--- src/rtl/q2h_pkg.sv ---
package q2h_pkg;
  localparam int HALF_EXP_W = 5;
  localparam int HALF_MAN_W = 10;
  localparam int HALF_BIAS  = (1 << (HALF_EXP_W - 1)) - 1;

  typedef struct packed {
    logic                  sgn;
    logic [HALF_EXP_W-1:0] expo;
    logic [HALF_MAN_W-1:0] man;
  } half_t;
endpackage

--- src/rtl/q2h_magnitude.sv ---
module q2h_magnitude #(
  parameter int W = 16
) (
  input  logic [W-1:0] val,
  output logic         neg,
  output logic [W-1:0] mag
);
  always_comb begin
    neg = val[W-1];
    mag = neg ? (~val + W'(1)) : val;
  end
endmodule

--- src/rtl/q2h_lead_one.sv ---
module q2h_lead_one #(
  parameter int W  = 16,
  localparam int PW = $clog2(W)
) (
  input  logic [W-1:0]  mag,
  output logic [PW-1:0] pos,
  output logic          nz
);
  // above[i] is set when some bit above position i is one
  logic [W-1:0] above;
  logic [W-1:0] hit;

  assign above[W-1] = 1'b0;
  genvar g;
  generate
    for (g = W - 2; g >= 0; g--) begin : g_chain
      assign above[g] = above[g+1] | mag[g+1];
    end
    for (g = 0; g < W; g++) begin : g_hit
      assign hit[g] = mag[g] & ~above[g];
    end
  endgenerate

  always_comb begin
    pos = '0;
    for (int i = 0; i < W; i++) begin
      if (hit[i]) pos = PW'(i);
    end
    nz = |mag;
  end
endmodule

--- src/rtl/q2h_round_pack.sv ---
module q2h_round_pack
  import q2h_pkg::*;
#(
  parameter int W         = 16,
  parameter int FRAC_BITS = 8,
  localparam int PW       = $clog2(W),
  localparam int GRD      = W - 2 - HALF_MAN_W
) (
  input  logic          neg,
  input  logic [W-1:0]  mag,
  input  logic [PW-1:0] pos,
  input  logic          nz,
  output half_t         res
);
  logic [W-1:0]          norm;
  logic [HALF_MAN_W-1:0] kept;
  logic                  guard;
  logic                  sticky;
  logic                  up;
  logic [HALF_MAN_W:0]   sum;
  int                    e_i;

  always_comb begin
    norm   = mag << (PW'(W - 1) - pos);
    kept   = norm[W-2 -: HALF_MAN_W];
    guard  = norm[GRD];
    sticky = |norm[GRD-1:0];
    up     = guard & (sticky | kept[0]);
    sum    = {1'b0, kept} + (HALF_MAN_W+1)'(up);
    e_i    = int'(pos) + HALF_BIAS - FRAC_BITS + int'(sum[HALF_MAN_W]);
    if (nz) begin
      res.sgn  = neg;
      res.expo = e_i[HALF_EXP_W-1:0];
      res.man  = sum[HALF_MAN_W-1:0];
    end else begin
      res = '0;
    end
  end
endmodule

--- src/rtl/q88_to_half.sv ---
module q88_to_half
  import q2h_pkg::*;
#(
  parameter int INT_BITS  = 8,
  parameter int FRAC_BITS = 8,
  localparam int W        = INT_BITS + FRAC_BITS,
  localparam int PW       = $clog2(W),
  localparam int OUT_W    = 1 + HALF_EXP_W + HALF_MAN_W
) (
  input  logic                 clk,
  input  logic                 rst_n,
  input  logic                 in_vld,
  input  logic [INT_BITS-1:0]  in_hi,
  input  logic [FRAC_BITS-1:0] in_lo,
  output logic                 out_vld,
  output logic [7:0]           out_hi,
  output logic [7:0]           out_lo
);
  // reset: asserted at once, released on the clock
  logic [1:0] rst_q;
  logic       rst_sync_n;
  always_ff @(posedge clk or negedge rst_n) begin
    if (!rst_n) rst_q <= 2'b00;
    else        rst_q <= {rst_q[0], 1'b1};
  end
  assign rst_sync_n = rst_q[1];

  logic [W-1:0]  operand;
  logic          neg;
  logic [W-1:0]  mag;
  logic [PW-1:0] pos;
  logic          nz;
  half_t         packed_res;

  assign operand = {in_hi, in_lo};

  q2h_magnitude #(.W(W)) u_mag (
    .val(operand), .neg(neg), .mag(mag)
  );

  q2h_lead_one #(.W(W)) u_lod (
    .mag(mag), .pos(pos), .nz(nz)
  );

  q2h_round_pack #(.W(W), .FRAC_BITS(FRAC_BITS)) u_rnd (
    .neg(neg), .mag(mag), .pos(pos), .nz(nz), .res(packed_res)
  );

  // next state
  logic [OUT_W-1:0] res_q, res_d;
  logic             vld_q, vld_d;
  always_comb begin
    vld_d = in_vld;
    res_d = in_vld ? packed_res : res_q;
  end

  // registers
  always_ff @(posedge clk or negedge rst_sync_n) begin
    if (!rst_sync_n) begin
      vld_q <= 1'b0;
      res_q <= '0;
    end else begin
      vld_q <= vld_d;
      res_q <= res_d;
    end
  end

  assign out_vld = vld_q;
  assign out_hi  = res_q[15:8];
  assign out_lo  = res_q[7:0];


  vld_follow_chk: assert property (@(posedge clk) disable iff (!rst_sync_n)
    in_vld |=> out_vld);

  idle_hold_chk: assert property (@(posedge clk) disable iff (!rst_sync_n)
    !in_vld |=> (!out_vld && $stable({out_hi, out_lo})));

  zero_in_chk: assert property (@(posedge clk) disable iff (!rst_sync_n)
    (in_vld && operand == '0) |=> ({out_hi, out_lo} == 16'h0000));

  sign_follow_chk: assert property (@(posedge clk) disable iff (!rst_sync_n)
    in_vld |=> (out_hi[7] == $past(in_hi[INT_BITS-1])));

  exp_range_chk: assert property (@(posedge clk) disable iff (!rst_sync_n)
    (in_vld && operand != '0) |=>
      ((int'(out_hi[6:2]) >= HALF_BIAS - FRAC_BITS) &&
       (int'(out_hi[6:2]) <= HALF_BIAS + INT_BITS - 1)));
endmodule

--- config.mk ---
export PLATFORM = sky130hd
export DESIGN_NAME = q88_to_half
export DESIGN_NICKNAME = d
export VERILOG_FILES = /design/src/rtl/q2h_pkg.sv /design/src/rtl/q2h_magnitude.sv /design/src/rtl/q2h_lead_one.sv /design/src/rtl/q2h_round_pack.sv /design/src/rtl/q88_to_half.sv
export SDC_FILE = /design/constraint.sdc
export NUM_CORES = 1
export LEC_CHECK = 0
export ABC_AREA = 1
export CORE_MARGIN = 8
export CORE_UTILIZATION = 35
export CTS_BUF_LIST = sky130_fd_sc_hd__clkbuf_4
export CTS_CLUSTER_DIAMETER = 150
export DETAILED_ROUTE_END_ITERATION = 12
export SLEW_MARGIN = 20
export SYNTH_ARGS = -nofsm -noshare
export SYNTH_HDL_FRONTEND = slang
export SYNTH_SLANG_ARGS = --single-unit
--- constraint.sdc ---
create_clock -name clk -period 0.8 [get_ports clk]
set_input_delay 0.16 -clock clk [delete_from_list [all_inputs] [get_ports clk]]
set_output_delay 0.16 -clock clk [all_outputs]
set_load 0.01 [all_outputs]
==> results of run 1 <==
-- area by class of cell --
class	count	area [um^2]
Sequential cell	19	475
Timing Repair Buffer	183	1440
Clock inverter	1	5.00
Inverter	49	214
Multi-Input combinational cell	322	2080
Clock buffer	3	22.5
Tap cell	80	100
Fill cell	608	2350
-- repair_timing --
action,in CTS,in global routing
gates resized for setup,191,41
pin swaps,64,17
hold buffers,0,0
buffers inserted,26,9
endpoints found under the setup margin,33,33
gates cloned,1,2
-- Yosys cell counts --
cell,instances
a21oi_1,1
a22o_1,1
a31o_2,1
a31oi_1,1
buf_1,1
buf_2,3
buf_4,2
buf_6,2
clkbuf_1,4
clkinv_1,4
conb_1,1
dfrtp_1,19
ha_1,5
inv_1,39
inv_2,5
inv_4,1
nand2_1,120
nand2_2,9
nand3_1,71
nand3_2,9
nand3_4,2
nand3b_1,3
nand4_1,21
nor2_1,28
nor2_2,11
nor2_4,5
o21ai_0,19
o21ai_1,5
o21ai_2,1
xnor2_1,1
xor2_1,5
-- layout by cell type, fill, tap and decap left out, drive strengths merged --
cell / synthesis / final
clkdlybuf4s50: 0 / 3
a31o: 1 / 1
xor2: 5 / 5
nand3b: 3 / 3
nand3: 82 / 83
nand2: 129 / 129
buf: 8 / 172
a31oi: 1 / 1
conb: 1 / 1
clkinv: 4 / 5
ha: 5 / 5
dlygate4sd2: 0 / 3
clkbuf: 4 / 4
a22o: 1 / 1
xnor2: 1 / 1
o21ai: 25 / 25
dfrtp: 19 / 19
inv: 45 / 45
nand4: 21 / 21
clkdlybuf4s15: 0 / 4
nor2: 44 / 45
a21oi: 1 / 1
-- per-layer routing --
| layer | global-route usage (%) | vias to the layer above |
|---|---|---|
| met5 | 0 | - |
| met4 | 6.38 | 0 |
| met3 | 2.54 | 22 |
| met2 | 34.4 | 83 |
| met1 | 20.0 | 1577 |
| li1 | - | 1680 |
-- power groups by stage --
stage | Sequential [mW] | Clock, mW | Combinational [mW]
after global placement | 1.24 | 0 | 3.43
after CTS | 1.21 | 0.506 | 3.80
after global routing | 1.24 | 0.544 | 4.49
final | 1.22 | 0.495 | 4.12
after detailed placement | 1.24 | 0 | 3.48
after floorplan | 1.33 | 0 | 1.66
-- cells by family after synthesis --
group,after synthesis,synth area share [%]
AO/OA/AOI/OAI,29,6.62
buffers and inverters,61,10.8
AND/OR/NAND/NOR,279,57.6
adder cells (fa/ha/maj),5,2.63
flip-flops,19,20.0
other,1,0.157
XOR/XNOR,6,2.21
-- stage by stage --
step	hold WS, ns	std cells
floorplan	-0.136	400
global placement	0.185	618
detailed placement	0.194	618
CTS	0.0175	647
global route	0.000843	657
finish	0.0180	657
-- critical path: cells and delay by family --
kind                     cells  cell delay (ns)
AND/OR/NAND/NOR             21             2.11
adder cells (fa/ha/maj)      4             0.66
buffers and inverters        7             0.54
AO/OA/AOI/OAI                3             0.27
-- flip-flops by register name, indices dropped and copies added (netlist names) --
name	count
out_vld	1
rst_q	2
res_q	16
-- path summary, 6_finish.rpt --
| check | cells after the start | slack [ns] | to | from |
|---|---|---|---|---|
| setup / recovery | 35 | -2.72 | res_q[12] | in_lo[0] |
| hold / removal | 1 | 0.02 | rst_q[1] | rst_n |
| setup reg to reg | 3 | -0.14 | res_q[1] | res_q[1] |
| max in group asynchronous | 1 | 0.42 | out_vld | rst_q[1] |
| hold reg to reg | 1 | 0.17 | res_q[6] | rst_q[1] |
| min in group clk | 0 | 0.37 | rst_q[1] | rst_q[0] |
==> flow_summary_export.csv, run 1 <==
group,metric,value,unit
cells_and_area,drive_gt1_share,52.7,%
place,gp_congestion,0.886,
drt,ant_nets,0,
drt,routed-wl-met2,4840,um
drt,num_vias,3362,
clocking,cts_tree,"done",
floorplan,rows,30,
place,portBuffers,35,
drt,totalWireLength,8960,um
worst_setup_path,crit_type,"primary input to flop",
drt,wl_met3,315,um
cells_and_area,antenna_cells,0,
cells_and_area,syn_to_final_growth,82.1,%
drt,first_iter_violations,177,
clocking,cts.path.max_buffers,2,
place,dpl_worst_slack,-3.71,ns
yosys,synth_area,2380,um^2
worst_setup_path,end_kind,"flop",
yosys,synth_nets,424,
floorplan,io_pins,36,
floorplan,coreArea,6680,um^2
yosys,seq_area_frac_synth,20.0,%
worst_setup_path,slowest_stage,"ha_4",
clocking,cts_max_level,1,
clocking,cts_made_buffers,3,
run,drv_cap,0,
power,cell_internal_pwr,3.34,mW
hold_path,hp-class,"primary input to asynchronous set/reset pin",
clocking,root_buffer,"clkbuf_4",
power,power_density,1350,nW/um^2
drt,drc,0,
global_route,grt_max_degree,19,
floorplan,die_y,98.5,um
worst_setup_path,crit_required,1.02,ns
power,switching_share,42.8,%
sta,min_period,3.52,ns
power,p_seq_share,20.9,%
floorplan,start_util,35.6,%
worst_setup_path,crit_path_max_incr_delay,0.19,ns
outcome,violations,"setup timing",
yosys,synth_area_per_cell,5.95,um^2
worst_setup_path,startpoint_type,"primary input",
sta,fmaxAchievable,284,MHz
clocking,clock-sinks,19,
power,total_power,5.84,mW
power,p_leak,2.26,nW
drt,dr.max_layer_used,"met4",
worst_setup_path,crit_arrival,3.75,ns
clocking,insertion_delay,0.31,ns
global_route,grt_pass1_wl,15000,um
sta,rsz0062_at_grt,"yes",
worst_setup_path,path_max_fanout,8,
cells_and_area,final_util,64.9,%
floorplan,die-area,9700,um^2
worst_setup_path,crit_top_cell,"nor2_4",
drt,drtPass1Iterations,4,
yosys,synth_area_leaders,"dfrtp_1 (20%), nand2_1 (19%), nand3_1 (15%)",
sta,finalSetupTns,-40.73,ns
place,dp_hpwl,6650,um
sta,slew_viol_final,0,
yosys,yosys.area.top_type,"dfrtp_1",
drt,routedWlPerCell,13.6,um
sta,setup_viol,33,
global_route,antenna_found_initial,0,
sta,layout_setup_ws,-2.72,ns
power,vdd_ir_drop_max,614,uV
global_route,gr-total-overflow,0,
drt,via_per_inst,5.12,
yosys,synth.distinct_cells,31,
place,postPlaceCellArea,3740,um^2
yosys,yosysTopAreaCellShare,20.0,%
sta,finalClockSkew,0.0171,ns
sta,finalHoldViolations,0,
yosys,syn_inst,400,
sta,period_share,440,%
cells_and_area,final_area,4340,um^2
cells_and_area,nets,602,
power,p_sw,2.50,mW
yosys,synth_seq_cells,19,
yosys,synth_warnings,0,
drt,wl_met1,3570,um
clocking,clk_pin_slew,0.10,ns
power,clock_power_share,8.5,%
floorplan,die_x,98.5,um
power,p_comb_share,70.6,%
global_route,grt_use_total,18.1,%
global_route,grt_pass1_vias,3407,
outcome,outcome,"complete, but fails checks",
No activity file was read; power rests on OpenSTA's default activity.
==> inputs of run 2 (changes only) <==
SETUP_SLACK_MARGIN = 0.5   (was default)
==> run 2 against run 1 <==
The run still ends with setup timing left. Critical path depth is 1 lower. Count of clock-buffer cells in the layout is the same. Die area did not move. Sequential power about the same. Via count is 0.83% higher. Clock power grew 6.3%. Largest power group unchanged.
==> flow_summary_export.csv, run 2 (synthesis gave the netlist of run 1 again) <==
group,metric,value,unit
place,dp_hpwl,6640,um
worst_setup_path,crit_path_max_incr_delay,0.25,ns
worst_setup_path,crit_type,"primary input to flop",
floorplan,start_util,35.6,%
place,dpl_worst_slack,-3.64,ns
outcome,outcome,"complete, but fails checks",
place,place_inst,619,
clocking,cts.path.max_buffers,2,
sta,hold_slack,0.00464,ns
run,drv_cap,0,
cells_and_area,final_area,4500,um^2
drt,via_per_inst,5.04,
drt,first_iter_violations,136,
clocking,cts_made_buffers,3,
drt,drtPass1Iterations,4,
cells_and_area,nets,617,
clocking,cts.hold.buffers_added,0,
cells_and_area,largest_register_ffs,16,
drt,num_vias,3390,
global_route,antenna_found_initial,0,
worst_setup_path,slowest_stage,"nand4_1",
global_route,grt_max_degree,19,
worst_setup_path,r2r_slack,-0.14,ns
worst_setup_path,end_kind,"flop",
power,vdd_ir_drop_max,562,uV
place,portBuffers,35,
power,total_power,6.15,mW
floorplan,rows,30,
floorplan,die_y,98.5,um
sta,setup_viol,33,
drt,routedWlPerCell,13.8,um
clocking,root_buffer,"clkbuf_4",
cells_and_area,final_util,67.3,%
power,p_leak,2.32,nW
global_route,grt_pass1_vias,3547,
worst_setup_path,crit_arrival,3.72,ns
drt,drc,0,
sta,layout_setup_ws,-2.68,ns
worst_setup_path,startpoint_type,"primary input",
clocking,cts_max_level,1,
sta,finalClockSkew,0.0151,ns
cells_and_area,fill_cells,578,
floorplan,io_pins,36,
sta,fmaxAchievable,288,MHz
sta,rsz0062_at_grt,"yes",
hold_path,hp-class,"primary input to asynchronous set/reset pin",
drt,totalWireLength,9280,um
sta,finalHoldViolations,0,
clocking,clock-sinks,19,
worst_setup_path,crit_required,1.04,ns
sta,slew_viol_final,0,
worst_setup_path,crit_top_cell,"nor2_4",
cells_and_area,final_common_cell,"buf_4",
cells_and_area,syn_to_final_growth,88.8,%
place,postPlaceCellArea,3750,um^2
global_route,gr-total-overflow,0,
cells_and_area,drive_gt1_share,53.9,%
power,power_density,1370,nW/um^2
sta,period_share,435,%
place,gp_congestion,0.910,
floorplan,coreArea,6680,um^2
cells_and_area,top_register,"res_q",
clocking,cts_tree,"done",
sta,finalSetupTns,-42.26,ns
floorplan,die-area,9700,um^2
clocking,insertion_delay,0.32,ns
drt,ant_nets,0,
global_route,grt_pass1_wl,15400,um
floorplan,die_x,98.5,um
outcome,violations,"setup timing",
global_route,grt_use_total,19.0,%
cells_and_area,layout_common_cells,"buf_4 (146), nand2_1 (97), nand3_1 (49)",
cells_and_area,final_cells,672,
clocking,clk_pin_slew,0.11,ns
sta,min_period,3.48,ns
worst_setup_path,path_max_fanout,7,
cells_and_area,antenna_cells,0,
[run 2: worst paths after layout]
| path | start | cells past startpoint | to |
|---|---|---|---|
| setup / recovery | in_lo[0] | 34 | res_q[12] |
| hold / removal | rst_n | 1 | rst_q[1] |
| setup reg to reg | res_q[1] | 3 | res_q[1] |
| hold reg to reg | rst_q[1] | 1 | res_q[13] |
| max in group asynchronous | rst_q[1] | 1 | out_vld |
| min in group clk | in_vld | 2 | out_vld |
[run 2: repair_timing]
action                                  4_1_cts  5_1_grt
setup buffers                                40        7
pin swaps                                    63       16
endpoints found under the setup margin       52       51
gates cloned                                  2        0
resized for setup                           193       43
[run 2: critical path: cells and delay by family]
kind | cells | cell delay, ns
adder cells (fa/ha/maj) | 4 | 0.63
AO/OA/AOI/OAI | 4 | 0.33
AND/OR/NAND/NOR | 19 | 2.03
buffers and inverters | 7 | 0.55
[run 2: area by class of cell]
class                           instances  area, um^2  area share [%]
Timing Repair Buffer                  198        1570            34.8
Sequential cell                        19         479            10.7
Clock inverter                          1        5.00           0.111
Timing Repair inverter                  1        7.51           0.167
Tap cell                               80         100            2.23
Multi-Input combinational cell        321        2100            46.8
Inverter                               49         211            4.70
Clock buffer                            3        22.5           0.501
[run 2: where the power goes]
group          internal [mW]  switching [mW]
Sequential              1.13          0.0966
Clock                  0.187           0.339
Combinational           2.20            2.20
Total                   3.52            2.63
[run 2: per-layer routing]
layer  wire (um)  part of all wire [%]  track usage, %  up-vias
li1            -                     -               -     1700
met1        3660                    39            19.9     1569
met2        5020                    54            36.1       91
met3         257                   2.8            2.61       30
met4         346                   3.7            9.21        0
met5           0                     0               0        -
